===== src/rtl/sd_dac_pkg.sv =====
package sd_dac_pkg;

  typedef enum logic {
    SHAPE_NRZ = 1'b0,
    SHAPE_RZ  = 1'b1
  } shape_e;

endpackage


===== src/rtl/sd_code_reg.sv =====
module sd_code_reg #(
  parameter int WIDTH = 16
) (
  input  logic             clk,
  input  logic             rst_n,
  input  logic             ld_lo,
  input  logic             ld_hi,
  input  logic [WIDTH/2-1:0] data,
  output logic [WIDTH-1:0] code
);
  localparam int HALF = WIDTH / 2;

  logic [HALF-1:0] lo_shadow_q;

  always_ff @(posedge clk) begin
    if (!rst_n) begin
      lo_shadow_q <= '0;
      code        <= '0;
    end else begin
      if (ld_lo) lo_shadow_q <= data;
      if (ld_hi) code        <= {data, lo_shadow_q};
    end
  end

endmodule


===== src/rtl/sd_accum.sv =====
module sd_accum #(
  parameter int WIDTH = 16
) (
  input  logic             clk,
  input  logic             rst_n,
  input  logic             ce,
  input  logic [WIDTH-1:0] code,
  output logic             carry,
  output logic             bit_q
);

  function automatic logic [WIDTH:0] sd_add(input logic [WIDTH-1:0] a,
                                             input logic [WIDTH-1:0] b);
    return {1'b0, a} + {1'b0, b};
  endfunction

  logic [WIDTH-1:0] acc_q;
  logic [WIDTH:0]   sum;

  assign sum   = sd_add(acc_q, code);
  assign carry = sum[WIDTH];

  always_ff @(posedge clk) begin
    if (!rst_n) begin
      acc_q <= '0;
      bit_q <= 1'b0;
    end else if (ce) begin
      acc_q <= sum[WIDTH-1:0];
      bit_q <= carry;
    end
  end

endmodule


===== src/rtl/sd_shaper.sv =====
module sd_shaper
  import sd_dac_pkg::*;
(
  input  shape_e mode,
  input  logic   first_half,
  input  logic   bit_in,
  output logic   out
);

  always_comb begin
    unique case (mode)
      SHAPE_RZ:  out = bit_in & first_half;
      default:   out = bit_in;
    endcase
  end

endmodule


===== src/rtl/sd_dual_dac.sv =====
module sd_dual_dac
  import sd_dac_pkg::*;
#(
  parameter int WIDTH = 16,
  parameter int NCH   = 2,
  localparam int HALF = WIDTH / 2,
  localparam int CHW  = (NCH > 1) ? $clog2(NCH) : 1
) (
  input  logic            clk,
  input  logic            rst_n,
  input  logic            pwm_ce,
  input  logic            mode_rz,
  input  logic            wr_en,
  input  logic [CHW-1:0]  wr_ch,
  input  logic            wr_hi,
  input  logic [HALF-1:0] wr_data,
  output logic [NCH-1:0]  dac_out
);

  logic [NCH*WIDTH-1:0] code_vec;
  logic [NCH-1:0]       carry_vec;
  logic [NCH-1:0]       chan_bit;
  logic                 half_q;
  shape_e               shape;

  assign shape = shape_e'(mode_rz);

  always_ff @(posedge clk) begin
    if (!rst_n) half_q <= 1'b0;
    else        half_q <= pwm_ce;
  end

  for (genvar g = 0; g < NCH; g++) begin : g_ch
    logic sel;
    assign sel = wr_en && (wr_ch == CHW'(g));

    sd_code_reg #(.WIDTH(WIDTH)) u_code (
      .clk   (clk),
      .rst_n (rst_n),
      .ld_lo (sel && !wr_hi),
      .ld_hi (sel && wr_hi),
      .data  (wr_data),
      .code  (code_vec[g*WIDTH +: WIDTH])
    );

    sd_accum #(.WIDTH(WIDTH)) u_acc (
      .clk   (clk),
      .rst_n (rst_n),
      .ce    (pwm_ce),
      .code  (code_vec[g*WIDTH +: WIDTH]),
      .carry (carry_vec[g]),
      .bit_q (chan_bit[g])
    );

    sd_shaper u_shape (
      .mode       (shape),
      .first_half (half_q),
      .bit_in     (chan_bit[g]),
      .out        (dac_out[g])
    );
  end

endmodule


===== config.mk =====
export PLATFORM = sky130hd
export DESIGN_NAME = sd_dual_dac
export DESIGN_NICKNAME = d
export VERILOG_FILES = /design/src/rtl/sd_dac_pkg.sv /design/src/rtl/sd_code_reg.sv /design/src/rtl/sd_accum.sv /design/src/rtl/sd_shaper.sv /design/src/rtl/sd_dual_dac.sv
export SDC_FILE = /design/constraint.sdc
export NUM_CORES = 1
export LEC_CHECK = 0
export ABC_AREA = 1
export ABC_CLOCK_PERIOD_IN_PS = 1540
export BUFFER_PORTS_ARGS = -buffer_cell sky130_fd_sc_hd__buf_4
export CORE_MARGIN = 3
export CORE_UTILIZATION = 30
export CTS_CLUSTER_DIAMETER = 30
export DETAILED_ROUTE_END_ITERATION = 6
export PLACE_DENSITY_LB_ADDON = 0.15
export SETUP_SLACK_MARGIN = 0.05
export SLEW_MARGIN = 20
export SYNTH_ARGS = -nofsm -noshare
export SYNTH_HDL_FRONTEND = slang
export SYNTH_SLANG_ARGS = --single-unit

===== constraint.sdc =====
create_clock -name clk -period 1.54 [get_ports clk]
set_input_delay 0.231 -clock clk [delete_from_list [all_inputs] [get_ports clk]]
set_output_delay 0.231 -clock clk [all_outputs]
set_load 0.03 [all_outputs]

* Word level (Yosys, flattened, before mapping)
Index checks and enable logic that the tools add are counted. W data, S select, Z words.
Cells by class: bitwise operators 3, muxes and demuxes 2, reductions and logical operators 7, $add $sub $neg 2
Operators with widths (number):
- $add A16 B16 Y17 | 2
- $logic_and A1 B1 Y1 | 6
- $and A1 B1 Y1 | 2
- $mux W1 | 2
- $logic_not A1 Y1 | 1
- $not A1 Y1 | 1
Storage, ports and cells: register bits after elaboration 83, output and inout port bits 2

* Longest topological paths before layout
word-level depth 3, gate-level depth with buffers 12

* By module
Synthesis repeated with hierarchy kept, for this count alone.
Second synthesis, totals: cell total of the unflattened synthesis 867, area total of the unflattened synthesis 5287.6 µm²
Modules (own cells, without submodules):
- sd_code_reg | cells each 143, sequential area each 480.5 µm², instances 2, area each 972.2 µm²
- sd_accum at g_ch[1].u_acc | cells each 281, sequential area each 340.3 µm², instances 1, area each 1649.1 µm²
- sd_accum at g_ch[0].u_acc | cells each 281, sequential area each 340.3 µm², instances 1, area each 1604.0 µm²
- sd_dual_dac | cells each 11, sequential area each 20.0 µm², instances 1, area each 57.6 µm²
- sd_shaper | cells each 4, sequential area each 0.0 µm², instances 2, area each 16.3 µm²

* Worst setup path after synthesis
No wires, ideal clock.
kind register -> register, start register g_ch[0].u_code.code[0], end register g_ch[0].u_acc.acc_q[12], path slack -109 ps, data arrival time 1540 ps, required time 1431 ps, cell stages (with the launch flop) 12, path through dfxtp_1 > ha_1 > fa_1 > nand2_1 > nand2_2 > and2_4 > nand3_1 > nand3_1 > nand2_1 > nand3_1 > nand2_1 > inv_1
On the way: longest elaborated chain between the ends 1
Ends and longest elaborated chain:
- start, declared | RTL line sd_code_reg.sv:9 | output logic [WIDTH-1:0] code
- start signal, assigned | RTL line sd_code_reg.sv:21 | if (ld_hi) code <= {data, lo_shadow_q};
- $add A16 B16 Y17 | RTL line sd_accum.sv:14 | return {1'b0, a} + {1'b0, b};
- end signal, assigned | RTL line sd_accum.sv:28 | acc_q <= sum[WIDTH-1:0];
- end, declared | RTL line sd_accum.sv:17 | logic [WIDTH-1:0] acc_q;
No other way between the ends. A chain may end at the register's enable or synchronous reset.

* Final worst setup path
start register g_ch[0].u_code.code[0], end register g_ch[0].u_acc.acc_q[8]
Same word-level chain as after synthesis.

==> flow_summary_export.csv <==
group,metric,value,unit
status,run_status,"complete, but fails checks",
status,violations,"setup timing",
timing,timing.slew.headroom,0.791,
yosys,yosysTopAreaCellShare,0.333,
detailed_routing,detail_route.first_pass.iterations,5,
yosys,largest_area_contributor_in_the_synthesized_netlist,"dfxtp_1",
clocking,numClockSinks,83,
timing,setup_tns,-0.366,ns
worst_setup_path,worstPathCellList,"ha_4 -> fa_2 -> nand2_2 -> nand2_4 -> and2_4 -> nand2_2 -> nand2_2 -> xnor2_2 -> nand2_1 -> nand2_1 -> inv_1",
timing,period_minus_slack,1.62,ns
worst_setup_path,start_kind,"flop",
yosys,ys_seq_area_frac,0.333,
detailed_routing,totalWireLength,12.9,mm
timing,finalSetupViolations,10,
yosys,synth_compound_gate_area_share,0.142,
cells_and_area,final_layout_size_suffix_gt1_frac,0.308,
detailed_routing,drt-wirelength-per-cell,12.5,µm
yosys,synth.ff_latch_count,83,
clocking,ctsHoldBuffers,0,
global_route,wire_length_of_the_first_global_routing_pass,21.7,mm
yosys,synth_top_family_by_area,"simple AND/OR/NAND/NOR gates",
detailed_routing,avgViaCountPerCell,4.50,
timing,hold_violations,0,
yosys,ys.warnings.count,0,
yosys,synthArstFlopShare,0,
timing,fmax,616,MHz
yosys,post_synth.cell_area_avg,6.50,µm²
yosys,synth.net_count,817,
global_route,number_of_global_route_vias_before_repair,4461,
cells_and_area,finish.net_count,860,
worst_setup_path,critPathKind,"flop to flop",
cells_and_area,final_core_utilization,0.418,
yosys,ys_dominant_reg_cell,"dfxtp_1",
detailed_routing,drc_errors,0,
worst_setup_path,worstPathArrival,1.86,ns
clocking,cts-buffers-inserted,9,
worst_setup_path,cp_endpoint_kind,"flop",
global_route,use_met3,0.0268,
placed_design,post-place-ws,-0.134,ns
power,p_per_area,896,nW/µm²
power,irDropWorstVdd,0.628,mV
global_route,busiest_layer,"met2",
timing,fin_crit_sh,1.05,
worst_setup_path,cp_slowest_stage_delay,0.34,ns
min_path,worst_hold_path_type,"input pin to flop",
timing,timing.final.max_slew_violations,0,
clocking,clk_pin_slew,0.06,ns
floorplan,die_h,135,µm
clocking,cts_tree,"built",
yosys,synth.lib_cells_used.distinct,31,
cells_and_area,insertedDiodeCount,0,
yosys,synth.cell_area,4990,µm²
job,drv_cap,0,
global_route,antenna_found_initial,0,
yosys,post_synthesis_mux_area_share,0,
floorplan,initial_core_util,0.311,
clocking,cell_at_the_root_of_the_clock_tree,"clkbuf_16",
clocking,longest_clk_path_bufs,2,
power,p_leak,3.26,nW
timing,finClkSkew,0.00834,ns
floorplan,design.die.area,18200,µm²
timing,worst_setup_margin,-0.0832,ns
worst_setup_path,critPathMostFrequentCell,"nand2_2",
placed_design,final_estimated_routing_congestion_in_global_placement,0.835,
floorplan,chipWidth,135,µm
placed_design,detailed_place_hpwl,9.17,mm
clocking,insertion_delay,0.34,ns
worst_setup_path,crit_slowest_cell,"dfxtp_2",
cells_and_area,filler_cell_count,1683,
floorplan,coreArea,16100,µm²
cells_and_area,areaGrowthSynthToFinish,34.6,%
yosys,synthXorXnorAreaFrac,0.0176,
floorplan,ios,17,
yosys,synth-simple-area-share,0.279,
timing,grt_setup_unrepaired,"yes",
timing,tightest_slew,0.313,ns
yosys,synth_enable_flop_cells,0,
floorplan,placement_rows,46,
cells_and_area,fin_cells,1032,
detailed_routing,num_vias,4641,
global_route,grt_remaining_overflow,0,
worst_setup_path,critPathRequiredTime,1.78,ns
yosys,ys_top_cells_by_area,"dfxtp_1 (33%), nand2_1 (12%), inv_1 (11%)",
global_route,grt_start_max_net_pins,42,
worst_setup_path,cp_max_fo,3,
placed_design,placedCellCount,1010,
global_route,grt.total_usage,0.148,
detailed_routing,drt_first_iter_violations,168,
detailed_routing,drtAntennaViolNets,0,
global_route,grtUsageMet1,0.202,
timing,fin_hold_ws,0.183,ns
yosys,postSynthCellCount,768,
yosys,synth-adder-area-share,0.0883,
clocking,ctsHtreeMaxLevel,3,
global_route,grtUsageMet2,0.238,
placed_design,placement.io_buffers,16,
==> cell usage after synthesis, types with 2 or more instances <==
cell / instances
o21ai_0: 65
dfxtp_1: 83
clkbuf_1: 13
buf_4: 2
o211ai_1: 4
inv_1: 148
xnor2_1: 2
nand2_2: 11
buf_2: 9
nand3_1: 40
ha_1: 32
nor2_1: 95
inv_2: 8
nand4_1: 2
a21oi_1: 59
fa_1: 2
nand3_2: 4
nor3_1: 2
a21oi_2: 3
nand2_1: 162
nor3_2: 5
xor2_1: 8
==> path summary, 6_finish.rpt <==
path	slack, ns	cells past startpoint	from	endpoint
worst max-delay path	-0.08	11	g_ch[0].u_code.code[0]	g_ch[0].u_acc.acc_q[8]
worst min-delay path	0.18	3	wr_data[4]	g_ch[1].u_code.lo_shadow_q[4]
worst max register to register	-0.08	11	g_ch[0].u_code.code[0]	g_ch[0].u_acc.acc_q[8]
worst min register to register	0.44	2	g_ch[0].u_code.lo_shadow_q[0]	g_ch[0].u_code.lo_shadow_q[0]
==> through the flow <==
step / cell area [µm²] / power, W
final: 6710 / 0.00602
after CTS: 6310 / 0.00597
after global placement: 5580 / 0.00336
after floorplan: 5030 / 0.00304
after global routing: 6710 / 0.00636
after detailed placement: 5580 / 0.00337
==> logic make-up (layout without fill, tap and decap cells) <==
family,Yosys count,after routing
buf+inv,181,229
xor+xnor,10,10
fa+ha+maj,34,34
simple gates,325,325
flops,83,83
compound gates,135,135
==> layer usage <==
layer  vias up  routed length, µm
li1       2475                  -
met1      2103               6350
met2        49               6010
met3        14                338
met4         0                194
met5         -                  0
==> critical path, delay by kind of cell, from the launching register on <==
| family | cells | cell delay, ns |
|---|---|---|
| adders and majority gates | 2 | 0.50 |
| buffers and inverters | 1 | 0.03 |
| and+or+nand+nor | 7 | 0.54 |
| xor gates and xnor gates | 1 | 0.12 |
| DFF | 1 | 0.34 |
==> registers in the layout (all words and copies together), names as in the netlist <==
signal and flops:
g_ch.u_acc.acc_q 32, g_ch.u_code.code 32, g_ch.u_code.lo_shadow_q 16, g_ch.u_acc.bit_q 2
half_q 1
==> placed cells by master (no fill, tap or decap), drive strengths merged, types with 4 or more instances in the layout <==
cell type	count
o21ai	66
inv	158
buf	57
xor2	8
clkbuf	11
nand3	44
nand2	173
ha	32
nor3	7
o211ai	4
a21oi	62
dfxtp	83
nor2	95
==> where the power goes <==
group	switching [W]	internal [W]	total (W)
sequential	0.000126	0.00230	0.00243
combinational	0.000625	0.000534	0.00116
clock	0.000911	0.00152	0.00243
total	0.00166	0.00436	0.00602
==> final cells by class <==
class                      instances  area, µm²  share of cell area
clock buffer                      11        253              0.0376
clock inverter                     5       82.6              0.0123
inverter                         156        591              0.0880
multi-input combinational        504       3350               0.499
sequential                        83       1720               0.256
tap                              216        270              0.0403
timing repair buffer              57        452              0.0673
==> what timing repair did <==
action / 4_1_cts / 5_1_grt
setup buffers: 2 / 5
gates resized for setup: 68 / 102
endpoints found under the setup margin: 25 / 27
pin swaps: 18 / 38
Power figures use the tool's default switching activity.
